### config.mk
export PLATFORM = sky130hd
export DESIGN_NAME = fetch_front
export DESIGN_NICKNAME = d
export VERILOG_FILES = /design/src/rtl/fetch_pkg.sv /design/src/rtl/fetch_pc.sv /design/src/rtl/pipe_slot.sv /design/src/rtl/pc_view.sv /design/src/rtl/fetch_front.sv
export SDC_FILE = /design/constraint.sdc
export NUM_CORES = 1
export LEC_CHECK = 0
export BUFFER_PORTS_ARGS = -buffer_cell sky130_fd_sc_hd__buf_2
export CAP_MARGIN = 15
export CORE_ASPECT_RATIO = 1.1
export CORE_MARGIN = 2
export CORE_UTILIZATION = 54
export CTS_CLUSTER_DIAMETER = 120
export DETAILED_ROUTE_END_ITERATION = 8
export PLACE_DENSITY = 0.81
export RECOVER_POWER = 100
export SKIP_LAST_GASP = 1
export SLEW_MARGIN = 15
export SYNTH_ARGS = -nofsm -noshare
export SYNTH_HDL_FRONTEND = slang
export SYNTH_SLANG_ARGS = --single-unit
export TNS_END_PERCENT = 100
### constraint.sdc
create_clock -name clk -period 3.15 [get_ports clk]
set_input_delay 0.1575 -clock clk [delete_from_list [all_inputs] [get_ports clk]]
set_output_delay 0.1575 -clock clk [all_outputs]
set_load 0.1 [all_outputs]
### src/rtl/fetch_pkg.sv
package fetch_pkg;
  parameter int unsigned XLEN = 32;

  typedef enum logic {
    ST_WIDE    = 1'b0,
    ST_COMPACT = 1'b1
  } isa_state_e;

  typedef struct packed {
    logic             valid;
    isa_state_e       st;
    logic [XLEN-1:0]  addr;
    logic [XLEN-1:0]  instr;
  } slot_t;

  function automatic logic [XLEN-1:0] step_bytes(isa_state_e st);
    return (st == ST_COMPACT) ? XLEN'(2) : XLEN'(4);
  endfunction

  function automatic logic [XLEN-1:0] view_offset(isa_state_e st);
    return (st == ST_COMPACT) ? XLEN'(4) : XLEN'(8);
  endfunction

  function automatic logic [XLEN-1:0] align_addr(logic [XLEN-1:0] a, isa_state_e st);
    logic [XLEN-1:0] r;
    r = a;
    r[0] = 1'b0;
    if (st == ST_WIDE) r[1] = 1'b0;
    return r;
  endfunction
endpackage

### src/rtl/fetch_pc.sv
module fetch_pc
  import fetch_pkg::*;
#(
  parameter logic [XLEN-1:0] RESET_ADDR = '0
) (
  input  logic            clk,
  input  logic            rst_n,
  input  logic            advance,
  input  logic            redir_valid,
  input  logic [XLEN-1:0] redir_addr,
  input  isa_state_e      redir_st,
  output logic [XLEN-1:0] pc,
  output isa_state_e      st
);
  always_ff @(posedge clk) begin
    if (!rst_n) begin
      pc <= RESET_ADDR;
      st <= ST_WIDE;
    end else if (redir_valid) begin
      pc <= align_addr(redir_addr, redir_st);
      st <= redir_st;
    end else if (advance) begin
      pc <= pc + step_bytes(st);
    end
  end


  pc_step_chk: assert property (@(posedge clk) disable iff (!rst_n)
    (advance && !redir_valid) |=> (pc - $past(pc)) == (($past(st) == ST_COMPACT) ? XLEN'(2) : XLEN'(4)));


  pc_wide_align_chk: assert property (@(posedge clk) disable iff (!rst_n)
    (redir_valid && redir_st == ST_WIDE) |=> pc[1:0] == 2'b00);


  pc_compact_align_chk: assert property (@(posedge clk) disable iff (!rst_n)
    (redir_valid && redir_st == ST_COMPACT) |=> (pc[0] == 1'b0 && pc[1] == $past(redir_addr[1])));


  pc_hold_chk: assert property (@(posedge clk) disable iff (!rst_n)
    (!advance && !redir_valid) |=> ($stable(pc) && $stable(st)));
endmodule

### src/rtl/pipe_slot.sv
module pipe_slot
  import fetch_pkg::*;
(
  input  logic  clk,
  input  logic  rst_n,
  input  logic  load,
  input  logic  flush,
  input  slot_t d,
  output slot_t q
);
  always_ff @(posedge clk) begin
    if (!rst_n) begin
      q <= '0;
    end else if (flush) begin
      q.valid <= 1'b0;
    end else if (load) begin
      q <= d;
    end
  end


  slot_flush_chk: assert property (@(posedge clk) disable iff (!rst_n)
    flush |=> !q.valid);


  slot_hold_chk: assert property (@(posedge clk) disable iff (!rst_n)
    (!load && !flush) |=> $stable(q));
endmodule

### src/rtl/pc_view.sv
module pc_view
  import fetch_pkg::*;
(
  input  logic [XLEN-1:0] addr,
  input  isa_state_e      st,
  output logic [XLEN-1:0] pc_read
);
  always_comb pc_read = addr + view_offset(st);
endmodule

### src/rtl/fetch_front.sv
module fetch_front
  import fetch_pkg::*;
#(
  parameter logic [31:0] RESET_ADDR = 32'h0,
  parameter int unsigned STAGES     = 2
) (
  input  logic        clk,
  input  logic        rst_n,
  input  logic        stall,
  input  logic        redirect_valid,
  input  logic [31:0] redirect_addr,
  input  logic        redirect_compact,
  output logic        fetch_valid,
  input  logic        fetch_ready,
  output logic [31:0] fetch_addr,
  input  logic [31:0] fetch_rdata,
  output logic        exec_valid,
  output logic [31:0] exec_addr,
  output logic [31:0] exec_instr,
  output logic        exec_compact,
  output logic [31:0] exec_pc_read
);
  localparam int unsigned LAST = STAGES - 1;

  logic [XLEN-1:0] pc;
  isa_state_e      cur_st;
  isa_state_e      redir_st;
  logic            fetch_fire;
  logic            shift;
  slot_t           chain [STAGES+1];

  assign redir_st    = redirect_compact ? ST_COMPACT : ST_WIDE;
  assign fetch_valid = !stall && !redirect_valid;
  assign fetch_fire  = fetch_valid && fetch_ready;
  assign shift       = !stall;
  assign fetch_addr  = pc;

  fetch_pc #(.RESET_ADDR(RESET_ADDR)) u_pc (
    .clk         (clk),
    .rst_n       (rst_n),
    .advance     (fetch_fire),
    .redir_valid (redirect_valid),
    .redir_addr  (redirect_addr),
    .redir_st    (redir_st),
    .pc          (pc),
    .st          (cur_st)
  );

  always_comb begin
    chain[0].valid = fetch_fire;
    chain[0].st    = cur_st;
    chain[0].addr  = pc;
    chain[0].instr = fetch_rdata;
  end

  for (genvar g = 0; g < STAGES; g++) begin : g_slot
    pipe_slot u_slot (
      .clk   (clk),
      .rst_n (rst_n),
      .load  (shift),
      .flush (redirect_valid),
      .d     (chain[g]),
      .q     (chain[g+1])
    );
  end

  assign exec_valid   = chain[LAST+1].valid;
  assign exec_addr    = chain[LAST+1].addr;
  assign exec_instr   = chain[LAST+1].instr;
  assign exec_compact = (chain[LAST+1].st == ST_COMPACT);

  pc_view u_view (
    .addr    (chain[LAST+1].addr),
    .st      (chain[LAST+1].st),
    .pc_read (exec_pc_read)
  );


  busy_bubble_chk: assert property (@(posedge clk) disable iff (!rst_n)
    (!stall && !redirect_valid && !fetch_ready) |=> (!chain[1].valid && $stable(fetch_addr)));


  stall_no_req_chk: assert property (@(posedge clk) disable iff (!rst_n)
    stall |-> !fetch_valid);


  exec_wide_align_chk: assert property (@(posedge clk) disable iff (!rst_n)
    (exec_valid && !exec_compact) |-> exec_addr[1:0] == 2'b00);


  exec_order_chk: assert property (@(posedge clk) disable iff (!rst_n)
    (!stall && !redirect_valid && chain[1].valid) |=> (exec_valid && exec_addr == $past(chain[1].addr)));
endmodule

# Word level (Yosys, flattened, before mapping)
# Index checks and enable logic that the tools add are counted.
dict set report totals {
  register_bits 165
  latch_bits 0
  ram_bits 0
  romBits 0
  in_bits 70
  word_cells 29
  memories 0
}
dict set report op_classes {
  add_sub_neg 2
  n_mul 0
  n_div 0
  magnitude_cmp 0
  eq_ne 0
  shift 0
  mux 6
  bitwise 3
  n_reduce_logical 7
}
# op n
set op_table {}
lappend op_table {{32-bit 2-to-1 mux} 2}
lappend op_table {{32-bit adder} 1}
lappend op_table {{32-bit by 4-bit adder with 32-bit output} 1}
lappend op_table {{4-bit 2-to-1 mux} 1}
lappend op_table {{3-bit 2-to-1 mux} 1}
lappend op_table {{1-bit inverter} 3}
lappend op_table {{1-bit logical AND} 2}
lappend op_table {{1-bit logical NOT} 2}
lappend op_table {{1-bit 2-to-1 mux} 2}
lappend op_table {{2-bit AND reduction} 1}
lappend op_table {{2-bit nonzero test} 1}
lappend op_table {{2-bit OR reduction} 1}

# Depth between registers and ports, before layout
dict set report depth {
  ltp_word 5
  mapped_depth 8
  ltp_nobuf 7
}

# Cells and area by module
# Synthesis repeated with hierarchy kept, for this count alone.
dict set report unflattened {
  cells_unflattened 914
  hier_area_um2 7981.4
}
# module instances cells_each area_per_inst_um2 seq_area_each_um2
set modules_own_cells {}
lappend modules_own_cells {pipe_slot 2 286 2686.3 1321.3}
lappend modules_own_cells {fetch_pc 1 250 1955.6 640.6}
lappend modules_own_cells {pc_view 1 89 633.1 0.0}
lappend modules_own_cells {fetch_front 1 3 20.0 0.0}

# Worst setup path before layout
# No wires, ideal clock.
dict set report synth_path {
  kind {reg-to-output}
  startpoint {reg g_slot[1].u_slot.q[64] in the netlist's numbering}
  endpoint {out exec_pc_read[23]}
  t_arrival_ns 3.873
  path_slack_ns -0.880
  stages_incl_launch_ff 8
  cell_sequence {dfxtp_1 -> inv_1 -> ha_1 -> a21oi_1 -> nor3_1 -> clkbuf_1 -> nand4_1 -> xnor2_1}
}
dict set report synth_via {
  elab_chain_cells 2
}
# element line
set synth_rtl {}
lappend synth_rtl {{start, declared} pipe_slot.sv:9} ;# output slot_t q
lappend synth_rtl {{4-bit 2-to-1 mux} fetch_pkg.sv:21} ;# return (st == ST_COMPACT) ? XLEN'(4) : XLEN'(8);
lappend synth_rtl {{32-bit by 4-bit adder with 32-bit output} pc_view.sv:8} ;# always_comb pc_read = addr + view_offset(st);
lappend synth_rtl {{end, declared} fetch_front.sv:21} ;# output logic [31:0] exec_pc_read
# Every way passes these cells.

# Final worst setup path
dict set report layout_path {
  startpoint {reg g_slot[1].u_slot.q[34] in the netlist's numbering}
  endpoint {out exec_pc_read[6]}
}
dict set report layout_via {
  elab_chain_cells 1
}
# element line
set layout_rtl {}
lappend layout_rtl {{32-bit by 4-bit adder with 32-bit output} pc_view.sv:8}
# Every way passes these cells.

==> summary.txt <==
Worst setup path
  – R2r setup slk: 0.38 ns
  – Slowest CP cell: clkbuf_1
  – Worst EP required: 2.99 ns
  – Crit Path Max Fanout: 4
  – Arrival @ worst endpoint: 2.65 ns
  – Crit path max-delay family: buffers and inverters
  – CP Class: reg -> out
  – Startpoint types: flop
  – Critical-path cell list: ha_1 > fa_1 > nand3_1 > xnor2_1 > clkbuf_1
  – Crit path largest cell delay: 0.88 ns
  – WP buf/inv: 1
  – CP endpoint kind: output port

Die
  – Core Rows: 46
  – Starting Density: 55.7%
  – Total core area: 14500 um2
  – Area of the die: 16000 um2
  – Die height: 132 um
  – Die width: 121 um
  – I/O pin cnt: 201

CTS
  – Num CTS Buffers: 17
  – Clk sinks: 162
  – CTS tree: yes
  – CTS Buffer Depth: 2
  – H-tree levels: 4
  – Post-cts sizing count: 0
  – Post-CTS Hold Fix Bufs: 35
  – Clk root buf: clkbuf_16
  – Post-CTS Setup Bufs: 0
  – Reg clk slew, reported paths: 0.07 ns
  – Skew-Pair Late Insertion Delay: 0.43 ns

STA
  – Slew @ Worst Pin: 1.54 ns
  – Max frequency: 356 MHz
  – Final-report setup violation count: 0
  – Slew Limit Fails: 35
  – Hold Vio Cnt, Final: 0
  – Period Utilization, post-route: 89.1%
  – Setup TNS: 0 ns
  – Rel. slew slack: -2.48%
  – Tmin final: 2.81 ns
  – RSZ-0062 raised after global routing: no
  – Worst Skew: 0.0157 ns

Synth
  – Top post-synthesis cells by count: 276 x nand2_1, 162 x dfxtp_1, 129 x a21boi_0, 99 x buf_4, 34 x clkbuf_1
  – Yosys warns: 0
  – #FFs+latches synth: 162
  – Simple-Gate Fraction of Synth Area: 22.7%
  – Asr flop ratio synth: 0%
  – Post-synth top flop: dfxtp_1
  – Cell count after synthesis: 982
  – Post-synth top area cell: dfxtp_1
  – Number of synthesized flops with an enable pin: 0
  – Area fraction of the dominant cell type after synthesis: 40.1%
  – Synth unique cells: 58
  – Combinational family with the most area after synthesis: simple AND/OR/NAND/NOR gates
  – Synth Area in XOR/XNOR: 3.79%
  – Synth Area in Adders: 1.11%
  – Mapped Area: 8080 um2
  – Syn_area_per_cell: 8.23 um2
  – Synth Area in Compound Gates: 18.3%
  – Sequential area share after synthesis: 40.1%
  – Top cells by area, synth: dfxtp_1 40%, nand2_1 13%, a21boi_0 12%
  – Post-synthesis mux area share: 0.495%
  – Cell with the most instances after synthesis: nand2_1

Drt
  – WL per Instance: 14.6 um
  – Detailed-route via count: 6746
  – DR iter-0 viols: 371
  – Vias per inst: 5.25
  – DRC Markers: 0
  – Final ANT Viol Nets: 0
  – 1st-pass router iterations: 4
  – Drt total wl: 18700 um

Power and ir drop
  – Flop pwr share: 44.3%
  – Comb power frac: 13.9%
  – Leakage: 3.43 nW
  – Pwr dens: 524 nW/um2
  – NetSw: 1.51 mW
  – Switching share of power: 30.5%
  – Clock network fraction of design power: 41.8%
  – IR drop worst, VDD: 0.340 mV
  – Int Pwr: 3.44 mW

Run status
  – Status: finished, violations left
  – Failing checks: capacitance limit, slew limit

Layout
  – Multi-input gate area: 3880 um2
  – Sequential cell area: 3240 um2
  – Synth-to-layout area growth: 16.9%
  – Fillers: 1330
  – Layout cells sized above 1: 14.5%
  – ANT cells: 0
  – Design area: 9440 um2
  – Nets@finish: 1155

Global route
  – Grt total ovfl: 0
  – Overall global routing resource usage: 23.1%
  – Largest net degree at the start of global routing: 129
  – Antenna violations before repair: 0
  – First-pass GRT wire length: 29900 um
  – Number of global-route vias before repair: 5843

Job
  – Maxcap violations: 1

Place
  – Routability congestion estimate: 0.805
  – DP Wirelength: 12100 um
  – I/O Buffers: 196
  – DP Area: 8720 um2

Hold path
  – Worst hold-check path type: in -> reg
-- state kept, by name, indices dropped and copies added, names as in the netlist --
name,count
g_slot.u_slot.q,130
u_pc.pc,31
u_pc.st,1
-- through the flow --
| step | instances | total power, mW | worst slack (ns) | hold WS (ns) | util (%) |
|---|---|---|---|---|---|
| global route | 1284 | 5.13 | 0.134 | 0.0114 | 65.1 |
| CTS | 1284 | 5.00 | 0.341 | 0.000381 | 66.7 |
| floorplan | 984 | 2.81 | 0.000141 | 0.295 | - |
| finish | 1284 | 4.95 | 0.342 | 0.00321 | 65.1 |
| global placement | 1217 | 2.90 | 0.654 | 0.396 | 60.1 |
| detailed placement | 1217 | 2.90 | 0.585 | 0.400 | 60.1 |
-- cells by family (layout without fill, tap and decap cells) --
kind of cell | after synthesis | count (layout)
AND/OR/NAND/NOR | 396 | 396
adder cells (fa/ha/maj) | 6 | 6
multiplexers | 4 | 4
AO/OA/AOI/OAI | 205 | 205
buffers and inverters | 173 | 281
flip-flops | 162 | 162
XOR/XNOR | 35 | 35
other | 1 | 3
-- final cells by class --
type | count | share of cell area (%)
Clock inverter | 14 | 1.68
Clock buffer | 18 | 4.65
Inverter | 11 | 0.464
Sequential cell | 162 | 34.4
Multi-Input combinational cell | 649 | 41.1
Timing Repair Buffer | 238 | 15.2
Tap cell | 192 | 2.54
-- cell usage in the layout, fill, tap and decap left out, types with 9 or more instances in the layout --
cell	n
or4_1	12
dlygate4sd3_1	35
nand3_1	22
o21ai_0	27
nor2_1	12
dfxtp_1	161
xnor2_2	11
buf_2	66
buf_12	13
a31oi_1	14
o31ai_1	9
clkbuf_2	12
inv_1	10
nand4_1	17
xnor2_1	15
a21boi_0	129
nand2_1	276
clkbuf_16	17
clkbuf_1	107
-- worst paths after layout --
path                                        startpoint                endpoint  cells past startpoint
worst max-delay path            g_slot[1].u_slot.q[34]         exec_pc_read[6]                      5
worst min-delay path                       fetch_ready  g_slot[0].u_slot.q[65]                      3
worst max register to register                 u_pc.st             u_pc.pc[31]                      7
worst min register to register  g_slot[0].u_slot.q[40]  g_slot[1].u_slot.q[40]                      2
-- worst min-delay path, stage by stage --
cell and delay (ns):
buf_2 0.11, mux2i_1 0.06, nor2_1 0.07
-- per-layer routing --
layer | track usage (%) | up-vias | wire length [um] | share of wire (%)
met5 | 0 | - | 0 | 0
met3 | 5.45 | 20 | 1010 | 5.4
met1 | 32.1 | 3102 | 8550 | 46
met4 | 7.75 | 0 | 290 | 1.6
met2 | 35.4 | 206 | 8830 | 47
li1 | - | 3418 | - | -
-- power groups by stage --
stage               clock (mW)  combinational (mW)  sequential [mW]
floorplan                    0               0.590             2.22
global placement             0               0.661             2.24
detailed placement           0               0.666             2.24
CTS                       2.11               0.701             2.19
global route              2.20               0.729             2.20
finish                    2.07               0.687             2.19
(Power assumes the default switching activity.)
